**src/rtl/gcube_pkg.sv**
```systemverilog
package gcube_pkg;
   // Index of the link with bit `bit_i` = 0 served by box `box` of a stage.
   function automatic int lo_link(input int box, input int bit_i);
      int low;
      low = box & ((1 << bit_i) - 1);
      return ((box >> bit_i) << (bit_i + 1)) | low;
   endfunction
endpackage

```
**src/rtl/gcube_box.sv**
```systemverilog
module gcube_box #(
   parameter int W = 8,
   parameter int M = 3,
   parameter int I = 0
) (
   input  logic         force_st,
   input  logic         lo_v,
   input  logic [W-1:0] lo_d,
   input  logic [M-1:0] lo_t,
   input  logic         hi_v,
   input  logic [W-1:0] hi_d,
   input  logic [M-1:0] hi_t,
   output logic         up_v,
   output logic [W-1:0] up_d,
   output logic [M-1:0] up_t,
   output logic         dn_v,
   output logic [W-1:0] dn_d,
   output logic [M-1:0] dn_t,
   output logic         conf,
   output logic         ill
);
   always_comb begin
      up_v = 1'b0; up_d = lo_d; up_t = lo_t;
      dn_v = 1'b0; dn_d = hi_d; dn_t = hi_t;
      conf = 1'b0;
      ill  = 1'b0;
      if (force_st) begin
         up_v = lo_v & ~lo_t[I];
         dn_v = hi_v &  hi_t[I];
         ill  = (lo_v & lo_t[I]) | (hi_v & ~hi_t[I]);
      end else begin
         conf = lo_v & hi_v & (lo_t[I] == hi_t[I]);
         if (lo_v) begin
            if (lo_t[I]) begin
               dn_v = 1'b1; dn_d = lo_d; dn_t = lo_t;
            end else begin
               up_v = 1'b1; up_d = lo_d; up_t = lo_t;
            end
         end
         if (hi_v && !conf) begin
            if (hi_t[I]) begin
               dn_v = 1'b1; dn_d = hi_d; dn_t = hi_t;
            end else begin
               up_v = 1'b1; up_d = hi_d; up_t = hi_t;
            end
         end
      end
   end
endmodule

```
**src/rtl/gcube_stage.sv**
```systemverilog
module gcube_stage #(
   parameter int M   = 3,
   parameter int W   = 8,
   parameter int I   = 0,
   parameter bit REG = 1'b1
) (
   input  logic             clk,
   input  logic             rst_n,
   input  logic             force_st,
   input  logic [(1<<M)-1:0]   in_v,
   input  logic [(1<<M)*W-1:0] in_d,
   input  logic [(1<<M)*M-1:0] in_t,
   input  logic [M-1:0]     cin,
   input  logic [M-1:0]     iin,
   output logic [(1<<M)-1:0]   out_v,
   output logic [(1<<M)*W-1:0] out_d,
   output logic [(1<<M)*M-1:0] out_t,
   output logic [M-1:0]     cout,
   output logic [M-1:0]     iout
);
   localparam int N  = 1 << M;
   localparam int NB = N / 2;

   logic [N-1:0]   nxt_v;
   logic [N*W-1:0] nxt_d;
   logic [N*M-1:0] nxt_t;
   logic [NB-1:0]  bconf, bill;
   logic [M-1:0]   c_nxt, i_nxt;

   for (genvar b = 0; b < NB; b++) begin : g_box
      localparam int LO = gcube_pkg::lo_link(b, I);
      localparam int HI = LO + (1 << I);
      gcube_box #(.W(W), .M(M), .I(I)) u_box (
         .force_st (force_st),
         .lo_v (in_v[LO]), .lo_d (in_d[LO*W +: W]), .lo_t (in_t[LO*M +: M]),
         .hi_v (in_v[HI]), .hi_d (in_d[HI*W +: W]), .hi_t (in_t[HI*M +: M]),
         .up_v (nxt_v[LO]), .up_d (nxt_d[LO*W +: W]), .up_t (nxt_t[LO*M +: M]),
         .dn_v (nxt_v[HI]), .dn_d (nxt_d[HI*W +: W]), .dn_t (nxt_t[HI*M +: M]),
         .conf (bconf[b]),
         .ill  (bill[b])
      );
   end

   always_comb begin
      c_nxt    = cin;
      i_nxt    = iin;
      c_nxt[I] = cin[I] | (|bconf);
      i_nxt[I] = iin[I] | (|bill);
   end

   if (REG) begin : g_reg
      always_ff @(posedge clk) begin
         if (!rst_n) begin
            out_v <= '0; out_d <= '0; out_t <= '0; cout <= '0; iout <= '0;
         end else begin
            out_v <= nxt_v; out_d <= nxt_d; out_t <= nxt_t;
            cout  <= c_nxt; iout  <= i_nxt;
         end
      end
   end else begin : g_comb
      assign out_v = nxt_v;
      assign out_d = nxt_d;
      assign out_t = nxt_t;
      assign cout  = c_nxt;
      assign iout  = i_nxt;
   end

   for (genvar j = 0; j < N; j++) begin : g_chk
      localparam bit JB = 1'(((j >> I) & 1));
      AST_TAG_BIT: assert property (@(posedge clk) disable iff (!rst_n)
         nxt_v[j] |-> (nxt_t[j*M+I] == JB));
      AST_SRC_VALID: assert property (@(posedge clk) disable iff (!rst_n)
         nxt_v[j] |-> (in_v[j] || in_v[j ^ (1 << I)]));
      AST_FORCED_STRAIGHT: assert property (@(posedge clk) disable iff (!rst_n)
         (force_st && nxt_v[j]) |-> (in_v[j] && nxt_d[j*W +: W] == in_d[j*W +: W]));
   end
   AST_CONF_DROPS: assert property (@(posedge clk) disable iff (!rst_n)
      (|bconf) |-> ($countones(nxt_v) < $countones(in_v)));
   AST_FORCED_NO_CONF: assert property (@(posedge clk) disable iff (!rst_n)
      force_st |-> !(|bconf));
endmodule

```
**src/rtl/gcube_net.sv**
```systemverilog
module gcube_net #(
   parameter int M         = 3,
   parameter int W         = 8,
   parameter bit STAGE_REG = 1'b1
) (
   input  logic                 clk,
   input  logic                 rst_n,
   input  logic [(1<<M)-1:0]    in_valid,
   input  logic [(1<<M)*W-1:0]  in_data,
   input  logic [(1<<M)*M-1:0]  in_dest,
   input  logic [M-1:0]         part_mask,
   output logic [(1<<M)-1:0]    out_valid,
   output logic [(1<<M)*W-1:0]  out_data,
   output logic [M-1:0]         conflict,
   output logic [M-1:0]         illegal
);
   localparam int N = 1 << M;

   if (M < 1 || M > 8) begin : g_bad_m
      $error("gcube_net: M must lie in 1..8");
   end
   if (W < 1) begin : g_bad_w
      $error("gcube_net: W must be at least 1");
   end

   logic [M:0][N-1:0]   sv;
   logic [M:0][N*W-1:0] sd;
   logic [M:0][N*M-1:0] st;
   logic [M:0][M-1:0]   sc, si;

   assign sv[0] = in_valid;
   assign sd[0] = in_data;
   assign st[0] = in_dest;
   assign sc[0] = '0;
   assign si[0] = '0;

   for (genvar k = 0; k < M; k++) begin : g_stage
      localparam int I   = M - 1 - k;
      localparam bit REG = STAGE_REG || (k == M - 1);
      gcube_stage #(.M(M), .W(W), .I(I), .REG(REG)) u_stage (
         .clk (clk), .rst_n (rst_n), .force_st (part_mask[I]),
         .in_v (sv[k]), .in_d (sd[k]), .in_t (st[k]), .cin (sc[k]), .iin (si[k]),
         .out_v (sv[k+1]), .out_d (sd[k+1]), .out_t (st[k+1]),
         .cout (sc[k+1]), .iout (si[k+1])
      );
   end

   assign out_valid = sv[M];
   assign out_data  = sd[M];
   assign conflict  = sc[M];
   assign illegal   = si[M];

   for (genvar j = 0; j < N; j++) begin : g_out_chk
      AST_DELIVER_PORT: assert property (@(posedge clk) disable iff (!rst_n)
         out_valid[j] |-> (st[M][j*M +: M] == M'(j)));
   end
   AST_RESET_CLEAR: assert property (@(posedge clk)
      !rst_n |=> (out_valid == '0 && conflict == '0 && illegal == '0));
endmodule

```
**config.mk**
```make
export PLATFORM = sky130hd
export DESIGN_NAME = gcube_net
export DESIGN_NICKNAME = d
export VERILOG_FILES = /design/src/rtl/gcube_pkg.sv /design/src/rtl/gcube_box.sv /design/src/rtl/gcube_stage.sv /design/src/rtl/gcube_net.sv
export SDC_FILE = /design/constraint.sdc
export NUM_CORES = 1
export LEC_CHECK = 0
export BUFFER_PORTS_ARGS = -buffer_cell sky130_fd_sc_hd__clkbuf_2
export CORE_UTILIZATION = 60
export DETAILED_ROUTE_END_ITERATION = 7
export GPL_TIMING_DRIVEN = 0
export HOLD_SLACK_MARGIN = 0.03
export PLACE_DENSITY_LB_ADDON = 0.08
export SLEW_MARGIN = 20
export SYNTH_ARGS = -nofsm -noshare
export SYNTH_HDL_FRONTEND = slang
export SYNTH_SLANG_ARGS = --single-unit
```
**constraint.sdc**
```tcl
create_clock -name clk -period 2.6 [get_ports clk]
set_input_delay 0.65 -clock clk [delete_from_list [all_inputs] [get_ports clk]]
set_output_delay 0.65 -clock clk [all_outputs]
set_load 0.01 [all_outputs]
```
After elaboration in Yosys (flattened, before gate mapping)
Cells that the tools add are included.
{"block": "word_totals", "regBits": 280, "input_bits": 101, "output_inout_bits": 78, "word_cells": 474}
{"block": "op_classes", "n_eq_ne": 12, "muxes": 304, "bitwise_logic": 112, "n_reduce_logical": 30}
{"op": "$mux 8", "n": 96}
{"op": "$mux 3", "n": 59}
{"op": "$mux 1", "n": 149}
{"op": "$and 1x1->1", "n": 72}
{"op": "$not 1->1", "n": 24}
{"op": "$reduce_or 4->1", "n": 6}
{"op": "$or 1x1->1", "n": 16}
{"op": "$eq 1x1->1", "n": 12}
{"op": "$logic_and 1x1->1", "n": 12}
{"op": "$logic_not 1->1", "n": 12}

Longest topological paths before layout
Gate-level depths: netlist (run 1).
{"block": "depth", "ltp_word": 6, "mapped_depth": 5, "depth_no_buf": 3}

Hierarchy
From an unflattened synthesis (run 1), not the netlist that was laid out.
{"block": "hier_totals", "cells_unflattened": 1144, "hier_area_um2": 13299.0}
{"mod": "gcube_stage", "n_inst": 3, "cells_per_inst": 217, "area_each_um2": 2740.1}
{"mod": "gcube_box", "n_inst": 12, "cells_per_inst": 41, "area_each_um2": 422.9}
{"mod": "gcube_net", "n_inst": 1, "cells_per_inst": 1, "area_each_um2": 3.8}

Worst setup path before layout (run 1)
No wires, ideal clock.
{"block": "synth_path", "kind": "in2reg", "startpoint": "input part_mask[1]", "endpoint": "register g_stage[1].u_stage.out_d[10]", "arrival_time_ns": 1.357, "required_time_ns": 2.480, "setup_slack_ns": 1.123, "path_stages": 4, "cell_sequence": "or3b_1 -> clkbuf_2 -> o21ai_0 -> a21boi_1"}
{"block": "synth_between", "elab_chain_cells": 1}
{"item": "start, declared", "line_no": "gcube_net.sv:11", "text": "input logic [M-1:0] part_mask,"}
{"item": "$mux 8", "line_no": "gcube_box.sv:27", "text": "if (force_st) begin"}
{"item": "end signal, assigned", "line_no": "gcube_stage.sv:56", "text": "out_v <= nxt_v; out_d <= nxt_d; out_t <= nxt_t;"}
{"item": "end, declared", "line_no": "gcube_stage.sv:16", "text": "output logic [(1<<M)*W-1:0] out_d,"}
Every way passes these cells.
A chain may end at the register's enable or synchronous reset.

Final worst setup path (run 1)
{"block": "layout_path", "startpoint": "register g_stage[2].u_stage.out_d[8]", "endpoint": "output out_data[8]"}
{"item": "start, declared", "line_no": "gcube_stage.sv:16"}
{"item": "start signal, assigned", "line_no": "gcube_stage.sv:56"}
{"item": "end, declared", "line_no": "gcube_net.sv:13", "text": "output logic [(1<<M)*W-1:0] out_data,"}
No word-level cell between the ends.

==> results of run 1 <==
stage by stage:
stage                     setup slack [ns]  util (%)
after floorplan                       1.12         -
after global placement               0.590      68.0
after detailed placement             0.563      68.0
after CTS                            0.955      72.8
after global routing                 0.922      72.8
final                                0.956      72.8
registers in the layout (all words and copies together) (netlist names):
signal / count
g_stage.u_stage.out_d: 192
g_stage.u_stage.out_t: 24
g_stage.u_stage.cout: 6
g_stage.u_stage.iout: 6
g_stage.u_stage.out_v: 24
power by group through the flow:
stage | Clock, uW | Sequential [uW] | Combinational [uW]
2_1_floorplan | 0 | 4240 | 470
3_3_place_gp | 0 | 4250 | 798
3_5_place_dp | 0 | 4260 | 803
4_1_cts | 3610 | 4170 | 808
5_1_grt | 3770 | 4190 | 878
6_report | 3580 | 4170 | 816
worst reg2reg max path, delay by kind of cell, from the launching register on:
kind,cells,cell delay [ns]
AO/OA/AOI/OAI,2,0.44
flip-flops,1,0.49
AND/OR/NAND/NOR,1,0.50
worst max path at each step:
stage                                              end  slack [ns]                          from  depth (start not counted)
after detailed placement  g_stage[1].u_stage.out_d[17]        0.56                         rst_n                          4
final                                      out_data[8]        0.96   g_stage[2].u_stage.out_d[8]                          1
after CTS                                  out_data[8]        0.96   g_stage[2].u_stage.out_d[8]                          1
after global routing                      out_data[14]        0.92  g_stage[2].u_stage.out_d[14]                          1
after global placement    g_stage[1].u_stage.out_d[60]        0.59                         rst_n                          4
after floorplan           g_stage[1].u_stage.out_d[10]        1.12                  part_mask[1]                          4
area by class of cell:
class                      instances  area [sq um]
fill                            1311          4670
multi-input combinational        700          4970
clock buffer                      33           706
clock inverter                    13           123
sequential                       252          5040
buffer                            71           487
timing repair buffer             177           886
inverter                           2          7.51
tap                              225           282
layout by cell type, fill, tap and decap left out, types with 2 or more instances in the layout:
cell       netlist  layout
dfxtp_1        252     252
clkbuf_2         9     186
nor2b_1        128     128
nand3_1        120     120
a21boi_1       113     113
mux2i_1        108     108
o21ai_1         60      60
o21ai_0         47      47
clkbuf_1        28      31
clkbuf_16        0      25
a21boi_0        19      19
nand2_1         15      15
nand2b_1        15      15
buf_2           13      13
nor3b_4         12      12
xnor2_1         12      12
or3b_1          11      11
buf_6           10      10
clkinv_2         0       9
nand3b_4         8       8
and2_1           8       8
a21oi_1          6       6
clkbuf_8         0       5
nand3b_1         4       4
buf_12           4       4
buf_8            4       4
a41oi_1          3       3
a31oi_1          3       3
buf_4            2       2
and2b_1          2       2
inv_1            2       2
a2111oi_0        2       2
inv_6            0       2
bufinv_16        0       2
layer usage:
metal / wire [um] / part of all wire (%) / vias up
met4: 882 / 3.1 / 2
met5: 54 / 0.19 / -
met3: 2000 / 7.1 / 54
met2: 13000 / 46 / 344
met1: 12200 / 43 / 3864
li1: - / - / 4009
kinds of logic after synthesis:
logic type	Yosys count	share of synthesized area, %
compound gates	256	15.7
xor+xnor	12	1.00
buf+inv	73	4.70
flops	252	48.0
mux	108	10.3
simple gates	324	20.4
==> results.py, run 1 <==
metrics = {
    "run_status": {
        "outcome": "complete, no violations",
    },
    "synth": {
        "synth_cell_types": 34,
        "synthTopCellsByArea": "dfxtp_1 48%, mux2i_1 10%, a21boi_1 8.1%",
        "synth_nets": 1126,
        "syn_inst": 1025,
        "avgSynthCellArea_sq_um": 10.3,
        "synth_edf_count": 0,
        "synth_flop_cell": "dfxtp_1",
        "synthArstFlopShare_pct": 0,
        "synth-seq-area-share_pct": 48.0,
        "synth_top_area_share_pct": 48.0,
        "syn_area_sq_um": 10500,
        "yosysTopAreaCell": "dfxtp_1",
        "ys_ff_latch": 252,
        "synth_common_cells": "252 x dfxtp_1, 128 x nor2b_1, 120 x nand3_1",
        "synth_warnings": 0,
        "yosysMostFrequentCell": "dfxtp_1",
    },
    "clock_network": {
        "insertion_delay_ns": 0.53,
        "numCtsBuffers": 25,
        "ctsHoldBuffers": 0,
        "clockBufferDepth": 3,
        "clk_pin_slew_ns": 0.06,
        "postCtsSetupBuffers": 0,
        "cts_tree": "built",
        "ctsRootBufferMaster": "clkbuf_16",
        "cts.sinks": 252,
        "cts_resized": 0,
        "cts_htree_levels": 1,
    },
    "global_route": {
        "use_met1_pct": 39.9,
        "grt_max_degree": 15,
        "grt_pass1_vias": 7753,
        "grtUsageMet2_pct": 51.0,
        "antenna_found_initial": 1,
        "grt_pass1_wl_um": 42600,
        "grt_use_met3_pct": 6.24,
        "track_usage_pct": 30.9,
        "grt_busiest_layer": "met2",
        "grt_overflow": 0,
    },
    "worst_setup_path": {
        "timing.rr.start": "g_stage[0].u_stage.out_v[4]",
        "rr_worst_depth": 3,
        "crit_family": "flip-flops",
        "crit_slowest_cell": "dfxtp_1",
        "path_max_fanout": 1,
        "critPathKind": "reg2out",
        "worst-path-buf-inv": 1,
        "crit_required_ns": 1.95,
        "start_kind": "flop",
        "cp_cell_sequence": "clkbuf_2",
        "worstPathArrival_ns": 0.99,
        "rrSetupSlack_ns": 1.07,
        "timing.rr.end": "g_stage[1].u_stage.out_d[33]",
        "crit_path_end_kind": "output pin",
        "critical_path.max_stage_delay_ns": 0.33,
    },
    "power_and_ir_drop": {
        "p_per_area_nw_per_um2": 685,
        "p_int_uw": 6520,
        "pwr-share-comb_pct": 9.5,
        "switchingPower_uw": 2040,
        "ir_drop_mv": 0.466,
        "p_leak_uw": 0.00568,
        "p_total_uw": 8570,
        "power.share.clock_pct": 41.8,
        "pwr-share-seq_pct": 48.7,
        "netSwitchingFraction_pct": 23.9,
    },
    "sta": {
        "slew_headroom_pct": 53.8,
        "timing.hold.ws_ns": 0.368,
        "slew_viol_final": 0,
        "finalSetupTns_ns": 0,
        "fin_crit_sh_pct": 63.2,
        "fmax_mhz": 608,
        "tightest_slew_ns": 0.694,
        "finalSetupViolCount": 0,
        "hold_viol_final": 0,
        "finClkSkew_ns": 0.0125,
        "post-route-min-period_ns": 1.64,
        "rsz0062_at_grt": "no",
    },
    "layout": {
        "finalNetCount": 1330,
        "final_area_sq_um": 12500,
        "final_layout_size_suffix_gt1_share_pct": 22.8,
        "n_antenna_cell": 0,
        "area_delta_synth_final_pct": 19.0,
        "stdcell_count": 1473,
    },
    "place": {
        "port_buffers": 177,
        "placedCellCount": 1427,
        "hpwl_um": 21400,
        "placed_cell_area_sq_um": 11700,
        "globalplace.congestion": 0.881,
    },
    "hold_path": {
        "min_path_cells": 3,
        "hold_class": "in2reg",
        "hold_end": "g_stage[0].u_stage.out_d[1]",
        "hp-start": "in_data[1]",
    },
    "flow_run": {
        "drv_cap": 0,
    },
    "route": {
        "detail_route.first_pass.iterations": 5,
        "wl_per_cell_um": 19.1,
        "drt_iter0_markers": 560,
        "dr_total_vias": 8273,
        "drc": 0,
        "wl_um": 28100,
        "vias_per_cell": 5.62,
        "postRouteAntennaNets": 0,
    },
    "floorplanning": {
        "pin_count": 179,
        "rows": 48,
        "die_y_um": 134,
        "initial_core_util_pct": 61.2,
        "die_area_sq_um": 18000,
        "core_area_sq_um": 17200,
        "die_w_um": 134,
    },
}
(Power assumes the default switching activity.)
==> run 2, diff against run 1 <==
--- a/config.mk
+++ b/config.mk
@@ -5,8 +5,9 @@
 export SDC_FILE = /design/constraint.sdc
 export NUM_CORES = 1
 export LEC_CHECK = 0
+export ABC_AREA = 1
 export BUFFER_PORTS_ARGS = -buffer_cell sky130_fd_sc_hd__clkbuf_2
-export CORE_UTILIZATION = 60
+export CORE_UTILIZATION = 55
 export DETAILED_ROUTE_END_ITERATION = 7
 export GPL_TIMING_DRIVEN = 0
 export HOLD_SLACK_MARGIN = 0.03
==> constraint.sdc (replaced) <==
create_clock -name clk -period 1.6 [get_ports clk]
set_input_delay 0.4 -clock clk [delete_from_list [all_inputs] [get_ports clk]]
set_output_delay 0.4 -clock clk [all_outputs]
set_load 0.01 [all_outputs]
==> run 2 against run 1 <==
  * Sequential power increased by 64%
  * Die area increased by 2.5%
  * Design area decreased by 4.0%
  * Synthesized cell count increased by 30%
  * Critical path type is now reg2reg
==> results.py, run 2 <==
metrics = {
    "place": {
        "placed_cell_area_sq_um": 11000,
        "port_buffers": 176,
        "globalplace.congestion": 0.913,
        "hpwl_um": 23700,
    },
    "route": {
        "detail_route.first_pass.iterations": 6,
        "dr_total_vias": 9596,
        "drc": 0,
        "postRouteAntennaNets": 0,
        "vias_per_cell": 5.38,
        "wl_per_cell_um": 17.6,
        "wl_um": 31300,
        "drt_iter0_markers": 1052,
    },
    "floorplanning": {
        "rows": 48,
        "die_w_um": 136,
        "die_y_um": 136,
        "core_area_sq_um": 17400,
        "pin_count": 179,
        "initial_core_util_pct": 56.7,
        "die_area_sq_um": 18500,
    },
    "synth": {
        "syn_area_sq_um": 9880,
        "synth_top_area_share_pct": 51.1,
        "synth_warnings": 0,
        "yosysTopAreaCell": "dfxtp_1",
        "ys_ff_latch": 252,
        "synthMuxAreaShare_pct": 0,
        "synth_top_family_by_area": "simple AND/OR/NAND/NOR gates",
        "synth_nets": 1434,
        "synth_cell_types": 20,
        "synthSimpleGateAreaFrac_pct": 25.1,
        "synth-seq-area-share_pct": 51.1,
        "synth_edf_count": 0,
        "synthAdderAreaFrac_pct": 0,
        "synth_common_cells": "270 x nor2_1, 252 x dfxtp_1, 196 x nand2_1",
        "synthArstFlopShare_pct": 0,
        "syn_inst": 1333,
        "synthTopCellsByArea": "dfxtp_1 51%, nor2_1 10%, nand2_1 7.4%",
        "avgSynthCellArea_sq_um": 7.41,
        "yosysMostFrequentCell": "nor2_1",
        "yosys.area_share.xor_xnor_pct": 0,
        "synth_flop_cell": "dfxtp_1",
        "synth_compound_area_share_pct": 14.6,
    },
    "sta": {
        "fmax_mhz": 637,
        "finalSetupTns_ns": 0,
        "finalSetupViolCount": 0,
        "slew_viol_final": 0,
        "hold_viol_final": 0,
        "fin_crit_sh_pct": 98.2,
        "rsz0062_at_grt": "no",
        "post-route-min-period_ns": 1.57,
        "slew_headroom_pct": 42.6,
        "finClkSkew_ns": 0.0152,
        "tightest_slew_ns": 0.861,
    },
    "layout": {
        "final-seq-area_sq_um": 5040,
        "final_area_sq_um": 12000,
        "largest_reg_flops": 192,
        "area_delta_synth_final_pct": 21.5,
        "final_layout_size_suffix_gt1_share_pct": 18.2,
        "fill_cells": 1511,
        "top_regs": "g_stage.u_stage.out_d: 192 flops, g_stage.u_stage.out_t: 24 flops, g_stage.u_stage.out_v: 24 flops",
        "layout_common_cells": "266 x nor2_1, 252 x dfxtp_1, 196 x nand2_1",
        "n_antenna_cell": 0,
        "multi_input_area_sq_um": 3930,
        "top_register": "g_stage.u_stage.out_d",
        "final_common_cell": "nor2_1",
        "finalNetCount": 1638,
    },
    "clock_network": {
        "clk_pin_slew_ns": 0.06,
        "cts_htree_levels": 1,
        "ctsRootBufferMaster": "clkbuf_16",
        "cts.sinks": 252,
        "postCtsSetupBuffers": 0,
        "numCtsBuffers": 26,
        "cts_tree": "built",
        "clockBufferDepth": 3,
        "ctsHoldBuffers": 0,
        "insertion_delay_ns": 0.53,
    },
    "global_route": {
        "grt_max_degree": 15,
        "grt_overflow": 0,
        "antenna_found_initial": 0,
        "grt_pass1_vias": 8443,
        "grt_pass1_wl_um": 46200,
        "track_usage_pct": 33.3,
    },
    "power_and_ir_drop": {
        "p_per_area_nw_per_um2": 1230,
        "pwr-share-seq_pct": 46.4,
        "ir_drop_mv": 1.05,
        "power.share.clock_pct": 44.7,
        "pwr-share-comb_pct": 8.9,
        "p_leak_uw": 0.00572,
        "netSwitchingFraction_pct": 24.1,
        "switchingPower_uw": 3540,
        "p_int_uw": 11200,
    },
    "run_status": {
        "outcome": "complete, no violations",
    },
    "worst_setup_path": {
        "path_max_fanout": 10,
        "crit_path_end_kind": "flop",
        "crit_required_ns": 2.02,
        "worstPathArrival_ns": 1.99,
        "critPathKind": "reg2reg",
        "start_kind": "flop",
    },
    "flow_run": {
        "drv_cap": 0,
    },
    "hold_path": {
        "hold_class": "in2reg",
    },
}
run 2: cell count changes after synthesis, moves of 51 or more:
cell and delta:
nor2b_1 -128, inv_1 +145, nor2_1 +270, nand2_1 +181, mux2i_1 -108, a21boi_1 -113
o21ai_1 -60, a211oi_1 +51, a21oi_1 +126
run 2: final cells by class:
cell class,count,area share (%)
flip-flops and latches,252,42.0
multi-input cells,858,32.7
repair buffers,176,7.34
clock buffers,35,6.21
inverters,153,4.79
plain buffers,70,2.83
well taps,225,2.35
clock inverters,13,1.72
run 2: critical path, stage by stage (launching register included):
cell,delay [ns]
dfxtp_1,0.40
inv_1,0.08
nand2_1,0.06
nand3_1,0.31
buf_2,0.33
a21oi_1,0.20
nor2_1,0.08
run 2: metal layers:
metal  wire length [um]  global-route usage (%)  share of wire, %
met1              13600                    46.1                44
met2              13600                    50.4                44
met5                  0                       0                 0
met3               2740                    5.41               8.7
met4               1310                    15.9               4.2
run 2: stage by stage:
stage	std cells	worst slack (ns)	utilization, %	hold slack [ns]	total power (uW)
detailed placement	1734	-0.304	63.4	0.401	8230
CTS	1782	0.0820	68.9	0.111	14700
finish	1782	0.0289	68.9	0.124	14700
floorplan	1333	0.321	-	0.390	7640
global placement	1734	-0.295	63.4	0.392	8220
global route	1782	0.0113	68.9	0.123	15200
run 2: timing repair:
item	in CTS	in global routing
resized for setup	0	4
setup endpoints to repair	0	17
hold endpoints to repair	0	0
run 2: path summary, 6_finish.rpt:
path / to / startpoint / slack, ns / cells after the start
max: g_stage[2].u_stage.out_d[19] / g_stage[1].u_stage.out_t[9] / 0.03 / 6
min: g_stage[0].u_stage.out_d[31] / in_data[31] / 0.12 / 3
max reg2reg: g_stage[2].u_stage.out_d[19] / g_stage[1].u_stage.out_t[9] / 0.03 / 6
min reg2reg: g_stage[2].u_stage.iout[2] / g_stage[1].u_stage.iout[2] / 0.41 / 2
run 2: cells by family (layout without fill, tap and decap cells):
| kind of cell | after synthesis | after routing |
|---|---|---|
| flip-flops | 252 | 252 |
| AO/OA/AOI/OAI | 262 | 262 |
| buffers and inverters | 223 | 447 |
| AND/OR/NAND/NOR | 596 | 596 |
run 2: power groups by stage:
stage	clock [uW]	combinational (uW)	sequential, uW
floorplan	0	726	6920
global placement	0	1270	6950
detailed placement	0	1280	6950
CTS	6620	1290	6820
global route	6890	1440	6850
finish	6580	1310	6830
